`config.mk`:
```
export PLATFORM = sky130hd
export DESIGN_NAME = tick_timer
export DESIGN_NICKNAME = d
export VERILOG_FILES = /design/src/rtl/tick_timer_pkg.sv /design/src/rtl/tick_prescaler.sv /design/src/rtl/tick_period_counter.sv /design/src/rtl/tick_wrap_tally.sv /design/src/rtl/tick_timer.sv
export SDC_FILE = /design/constraint.sdc
export NUM_CORES = 1
export LEC_CHECK = 0
export ABC_AREA = 0
export BUFFER_PORTS_ARGS = -buffer_cell sky130_fd_sc_hd__buf_2
export CAP_MARGIN = 20
export CORE_MARGIN = 2
export CORE_UTILIZATION = 50
export DETAILED_ROUTE_END_ITERATION = 8
export GPL_ROUTABILITY_DRIVEN = 0
export PLACE_DENSITY = 0.77
export SKIP_LAST_GASP = 1
export SYNTH_ARGS = -nofsm -noshare
export SYNTH_HDL_FRONTEND = slang
export SYNTH_SLANG_ARGS = --single-unit
```
`constraint.sdc`:
```
create_clock -name clk -period 2.43 [get_ports clk]
set_clock_uncertainty 0.2 [all_clocks]
set_input_delay 0.1215 -clock clk [delete_from_list [all_inputs] [get_ports clk]]
set_output_delay 0.1215 -clock clk [all_outputs]
set_load 0.05 [all_outputs]
```
`src/rtl/tick_timer_pkg.sv`:
```
package tick_timer_pkg;

   typedef enum logic [1:0] {
      REG_CFG      = 2'd0,
      REG_STATUS   = 2'd1,
      REG_SNAP_ACK = 2'd2,
      REG_SNAP     = 2'd3
   } reg_addr_e;

   localparam int DATA_W = 32;
   localparam int RUN_BIT = 30;
   localparam int IEN_BIT = 31;

endpackage

```
`src/rtl/tick_prescaler.sv`:
```
module tick_prescaler #(
   parameter int PRESCALE = 16
) (
   input  logic clk,
   input  logic rst_n,
   input  logic run,
   output logic tick
);

   localparam int PRE_W = (PRESCALE > 1) ? $clog2(PRESCALE) : 1;

   generate
      if (PRESCALE == 1) begin : g_direct
         logic pre_unused;
         assign pre_unused = clk ^ rst_n;
         assign tick = run;
      end else begin : g_divide
         logic [PRE_W-1:0] phase_q;
         logic             last_phase;

         assign last_phase = (phase_q == PRE_W'(PRESCALE - 1));
         assign tick       = run && last_phase;

         always_ff @(posedge clk or negedge rst_n) begin
            if (!rst_n) begin
               phase_q <= '0;
            end else if (!run || last_phase) begin
               phase_q <= '0;
            end else begin
               phase_q <= phase_q + 1'b1;
            end
         end

         // steps are never back to back when dividing
         p_tick_gap_r2: assert property (@(posedge clk) disable iff (!rst_n)
            tick |=> !tick);

         // a stopped divider restarts from its first phase
         p_restart_r6: assert property (@(posedge clk) disable iff (!rst_n)
            !run |=> !tick);
      end
   endgenerate

endmodule

```
`src/rtl/tick_period_counter.sv`:
```
module tick_period_counter #(
   parameter int CNT_W = 20
) (
   input  logic             clk,
   input  logic             rst_n,
   input  logic             tick,
   input  logic [CNT_W-1:0] limit,
   output logic [CNT_W-1:0] count,
   output logic             wrap
);

   logic [CNT_W-1:0] count_q;

   assign wrap  = tick && (count_q >= limit);
   assign count = count_q;

   always_ff @(posedge clk or negedge rst_n) begin
      if (!rst_n) begin
         count_q <= '0;
      end else if (tick) begin
         count_q <= wrap ? '0 : count_q + 1'b1;
      end
   end

   // a step below the limit adds exactly one
   p_step_r3: assert property (@(posedge clk) disable iff (!rst_n)
      (tick && !wrap) |=> (count == $past(count) + CNT_W'(1)));

   // a wrap always lands on zero
   p_zero_after_wrap_r4: assert property (@(posedge clk) disable iff (!rst_n)
      wrap |=> (count == '0));

   // no change between steps
   p_hold_r2: assert property (@(posedge clk) disable iff (!rst_n)
      !tick |=> $stable(count));

endmodule

```
`src/rtl/tick_wrap_tally.sv`:
```
module tick_wrap_tally #(
   parameter int TALLY_W = 12
) (
   input  logic               clk,
   input  logic               rst_n,
   input  logic               wrap,
   input  logic               ack,
   output logic [TALLY_W-1:0] tally,
   output logic               pending
);

   logic [TALLY_W-1:0] tally_q;
   logic               pending_q;

   always_ff @(posedge clk or negedge rst_n) begin
      if (!rst_n) begin
         tally_q   <= '0;
         pending_q <= 1'b0;
      end else if (ack) begin
         tally_q   <= wrap ? TALLY_W'(1) : '0;
         pending_q <= wrap;
      end else if (wrap) begin
         tally_q   <= tally_q + 1'b1;
         pending_q <= 1'b1;
      end
   end

   assign tally   = tally_q;
   assign pending = pending_q;

   // the tally steps by one per wrap, rolling over silently
   p_tally_inc_r5: assert property (@(posedge clk) disable iff (!rst_n)
      (wrap && !ack) |=> (tally == $past(tally) + TALLY_W'(1)));

   // an acknowledge without a wrap empties both
   p_ack_clears_r7: assert property (@(posedge clk) disable iff (!rst_n)
      (ack && !wrap) |=> (tally == '0 && !pending));

   // the flag holds until acknowledged
   p_flag_hold_r9: assert property (@(posedge clk) disable iff (!rst_n)
      (pending && !ack) |=> pending);

endmodule

```
`src/rtl/tick_timer.sv`:
```
module tick_timer
   import tick_timer_pkg::*;
#(
   parameter int PRESCALE = 16,
   parameter int CNT_W    = 20,
   parameter int TALLY_W  = 12
) (
   input  logic              clk,
   input  logic              rst_n,
   input  logic              reg_sel,
   input  logic              reg_wr,
   input  logic [1:0]        reg_addr,
   input  logic [DATA_W-1:0] reg_wdata,
   output logic [DATA_W-1:0] reg_rdata,
   output logic              irq
);

   if (PRESCALE < 1) begin : g_bad_prescale
      $error("tick_timer: PRESCALE must be at least 1");
   end
   if (CNT_W < 1 || CNT_W > RUN_BIT - 1) begin : g_bad_cnt_w
      $error("tick_timer: CNT_W must lie in 1..29");
   end
   if (TALLY_W < 1 || CNT_W + TALLY_W > DATA_W) begin : g_bad_tally_w
      $error("tick_timer: CNT_W + TALLY_W must fit the data word");
   end

   logic [CNT_W-1:0]   limit_q;
   logic               run_en_q;
   logic               irq_en_q;
   logic               cfg_write;
   logic               ack_read;
   logic               running;
   logic               tick;
   logic               wrap;
   logic [CNT_W-1:0]   count;
   logic [TALLY_W-1:0] tally;
   logic               pending;
   logic               cfg_unused;

   assign cfg_write  = reg_sel && reg_wr && (reg_addr == REG_CFG);
   assign ack_read   = reg_sel && !reg_wr && (reg_addr == REG_SNAP_ACK);
   assign cfg_unused = ^reg_wdata[RUN_BIT-1:CNT_W];

   always_ff @(posedge clk or negedge rst_n) begin
      if (!rst_n) begin
         limit_q  <= '0;
         run_en_q <= 1'b0;
         irq_en_q <= 1'b0;
      end else if (cfg_write) begin
         limit_q  <= reg_wdata[CNT_W-1:0];
         run_en_q <= reg_wdata[RUN_BIT];
         irq_en_q <= reg_wdata[IEN_BIT];
      end
   end

   // a cleared enable lets the current period finish at zero
   assign running = run_en_q || (count != '0);

   tick_prescaler #(.PRESCALE(PRESCALE)) u_prescaler (
      .clk   (clk),
      .rst_n (rst_n),
      .run   (running),
      .tick  (tick)
   );

   tick_period_counter #(.CNT_W(CNT_W)) u_period (
      .clk   (clk),
      .rst_n (rst_n),
      .tick  (tick),
      .limit (limit_q),
      .count (count),
      .wrap  (wrap)
   );

   tick_wrap_tally #(.TALLY_W(TALLY_W)) u_tally (
      .clk     (clk),
      .rst_n   (rst_n),
      .wrap    (wrap),
      .ack     (ack_read),
      .tally   (tally),
      .pending (pending)
   );

   logic [DATA_W-1:0] cfg_word;
   logic [DATA_W-1:0] snap_word;

   always_comb begin
      cfg_word                = '0;
      cfg_word[CNT_W-1:0]     = limit_q;
      cfg_word[RUN_BIT]       = run_en_q;
      cfg_word[IEN_BIT]       = irq_en_q;
      snap_word               = '0;
      snap_word[CNT_W-1:0]    = count;
      snap_word[DATA_W-1 -: TALLY_W] = tally;
   end

   always_comb begin
      reg_rdata = '0;
      if (reg_sel && !reg_wr) begin
         unique case (reg_addr)
            REG_CFG:      reg_rdata = cfg_word;
            REG_STATUS:   reg_rdata = {{(DATA_W-1){1'b0}}, pending};
            REG_SNAP_ACK: reg_rdata = snap_word;
            REG_SNAP:     reg_rdata = snap_word;
            default:      reg_rdata = '0;
         endcase
      end
   end

   assign irq = pending && irq_en_q;

   // the request stays up until acknowledged or its enable is rewritten
   p_irq_held_r9: assert property (@(posedge clk) disable iff (!rst_n)
      (irq && !ack_read && !cfg_write) |=> irq);

   // stopped at zero means it stays at zero
   p_stop_at_zero_r6: assert property (@(posedge clk) disable iff (!rst_n)
      (!run_en_q && count == '0 && !cfg_write) |=> (count == '0));

   // a wrap raises the flag on the next cycle
   p_wrap_flags_r4: assert property (@(posedge clk) disable iff (!rst_n)
      wrap |=> pending);

endmodule

```
==> reports/metrics.yaml <==
post_drt_wl_per_cell_um: 16.7
wl_met2_mm: 4.99
pwr_density_cell_nw_per_um2: 529
fin_nets: 588
htreeDepth: 3
hold_violations: 0
routed_wirelength_mm: 10.2
route.met3.wl_um: 586
fin_cells: 610
synth-seq-cells: 59
drv_slew: 0
io_buffers: 60
wl_met1_mm: 4.33
vias: 3447
insertion_delay_ns: 0.35
setup_viol: 3
dp_hpwl_mm: 6.33
drtIter0Drc: 292
grt_usage_pct: 26.3
path_class: "flip-flop to flip-flop"
die_w_um: 87.0
max-vdd-ir-drop_mv: 0.506
final_cell_area_sq_um: 5010
io_pins: 71
fin_crit_sh_pct: 102
clk_pin_slew_ns: 0.07
synth.avg_cell_area_sq_um: 9.07
synth_ff_type: "dfrtp_1"
synthCells: 380
tns_ns: -0.0696
netlist_area_sq_um: 3450
antenna_found_initial: 0
cts.sinks: 59
reg2reg_from: "limit_q[2]$_DFFE_PN0P_"
fin_crit_ns: 2.47
synth.net_count: 442
max_freq_mhz: 404
design_power_total_mw: 2.65
min_from: "reg_addr[1]"
layout_commonest_cell: "buf_4"
status: "finished, violations left"
min_to: "irq_en_q$_DFFE_PN0P_"
first_pass_iters: 6
gr-total-overflow: 0
drive_gt1_share_pct: 36.4
worstHoldPathCells: 3
end_kind: "flip-flop"
r2r_slack_ns: -0.04
slew_headroom_pct: 55.8
async_reset_ff_share_pct: 100
post-place-cells: 554
rows: 30
cp-start-kind: "flip-flop"
yosysUniqueCellTypes: 40
die_h_um: 87.0
dpl-instance-area_sq_um: 4170
vias_per_cell: 5.65
violations: "negative setup slack"
reg2reg_to: "u_tally.tally[11]$_DFFE_PN0P_"
core_sq_um: 6720
clock-root-buffer: "clkbuf_8"
worstPathArrival_ns: 2.50
initial_utilization_pct: 51.3
required_ns: 2.46
ant_nets: 0
cts_inserted_buffers: 9
dr.max_layer_used: "met4"
grt_max_degree: 34
power_leakage_nw: 2.47
syn_to_final_growth_pct: 45.4
worstRegToRegCells: 10
fin_util_pct: 74.6
diodes: 0
drcViolationCount: 0
hp-class: "input pin to flip-flop"
cts_tree: "yes"
tightest_slew_ns: 0.662
die_area_sq_um: 7580
yosysWarnings: 0
ys_seq_area_share_pct: 42.8
crit_fanout: 6
grt_pass1_wl_mm: 15.4
setup_ws_ns: -0.0424
synth-edff-count: 0
final_cell_mix: "buf_4, buf_2, dfrtp_1, nand2_1, nor2_1"
grt_pass1_vias: 3307
rsz0062_at_grt: "true"
clk_path_buf_depth: 2
cap_violations: 0
## power breakdown
part	internal, mW	total, mW	switching (mW)	leakage, nW
clock network	0.523	0.912	0.389	0.0995
logic	0.278	0.590	0.312	1.59
registers	1.08	1.15	0.0696	0.781
## how the worst max path moves through the flow
| stage | start | slack [ns] | cells after the start | end |
|---|---|---|---|---|
| 2_1_floorplan | u_period.count[0]$_DFFE_PN0P_ | 0.02 | 10 | u_tally.tally[9]$_DFFE_PN0P_ |
| 3_3_place_gp | limit_q[2]$_DFFE_PN0P_ | -0.07 | 9 | u_tally.tally[6]$_DFFE_PN0P_ |
| 3_5_place_dp | limit_q[2]$_DFFE_PN0P_ | -0.18 | 9 | u_tally.tally[7]$_DFFE_PN0P_ |
| 4_1_cts | limit_q[7]$_DFFE_PN0P_ | -0.04 | 9 | u_tally.tally[7]$_DFFE_PN0P_ |
| 5_1_grt | limit_q[5]$_DFFE_PN0P_ | -0.10 | 10 | u_tally.tally[11]$_DFFE_PN0P_ |
| 6_report | limit_q[2]$_DFFE_PN0P_ | -0.04 | 10 | u_tally.tally[11]$_DFFE_PN0P_ |
## cell type report
cell class	count	area (sq um)
fill	461	1700
timing repair buffer	149	1050
sequential	59	1480
inverter	23	86.3
multi-input combinational	284	2110
tap	80	100
clock buffer	13	159
clock inverter	2	35.0
## routing by layer
metal | global-route usage, % | vias to the layer above
met5 | 0 | -
met4 | 9.23 | 0
met3 | 4.55 | 24
met2 | 44.5 | 131
met1 | 33.9 | 1664
li1 | - | 1628
## synthesized netlist by cell type (2+ instances only)
master	n	area share (%)
and2_1	15	2.7
a21oi_1	19	2.8
dfrtp_1	59	43
mux2_2	3	0.98
nor2b_1	2	0.36
a22o_1	21	5.3
and4_1	3	0.76
or3_1	8	1.5
nor3_1	4	0.58
clkbuf_1	10	1.1
and3_1	5	0.91
xor2_1	16	4.1
a21o_1	3	0.65
nor2_1	32	3.5
nand2b_1	2	0.36
o21ai_1	2	0.29
xnor2_1	5	1.3
nand3_1	13	1.9
a211oi_1	3	0.65
buf_2	3	0.44
ha_1	24	8.7
o21ai_0	32	4.6
nand4_1	9	1.6
nor4_1	4	0.73
o21a_1	2	0.44
nand2_1	45	4.9
inv_1	23	2.5
## registers in the layout, summed over array words and instances (netlist names)
name                          count
irq_en_q                          1
u_prescaler.g_divide.phase_q      4
u_tally.tally                    12
run_en_q                          1
u_tally.pending                   1
u_period.count                   20
limit_q                          20
## per-stage QoR
step	hold slack [ns]	setup slack (ns)
after floorplan	-0.374	0.0214
after global routing	0.0581	-0.102
after global placement	-0.0150	-0.0684
final	0.0436	-0.0424
after detailed placement	-0.0186	-0.183
after CTS	0.0301	-0.0352
## worst max-delay path: stages, from the launching register on
cell	delay, ns
dfrtp_1	0.37
inv_2	0.07
ha_4	0.27
nand2_1	0.07
o21ai_2	0.12
a41oi_2	0.14
o31a_1	0.31
buf_4	0.16
a211o_4	0.37
o21ai_1	0.21
a21oi_2	0.08
## repair_timing
action                                  in CTS  in global routing
hold endpoints to repair                    48                  0
hold buffers                                23                  0
endpoints found under the setup margin      29                 28
resized for setup                           27                 35
setup buffers                                6                 11
pin swaps                                   20                 17
cloned                                       1                  0
## cell families (layout without fill, tap and decap cells)
| family | after synthesis | count (layout) | share of synthesized area, % |
|---|---|---|---|
| and+or+nand+nor | 145 | 145 | 20.4 |
| AOI/OAI and AO/OA | 89 | 90 | 17.0 |
| buffers and inverters | 38 | 187 | 4.46 |
| xor gates and xnor gates | 21 | 21 | 5.33 |
| adders and majority gates | 24 | 24 | 8.71 |
| DFF | 59 | 59 | 42.8 |
| muxes | 4 | 4 | 1.27 |
(Power assumes the default switching activity.)
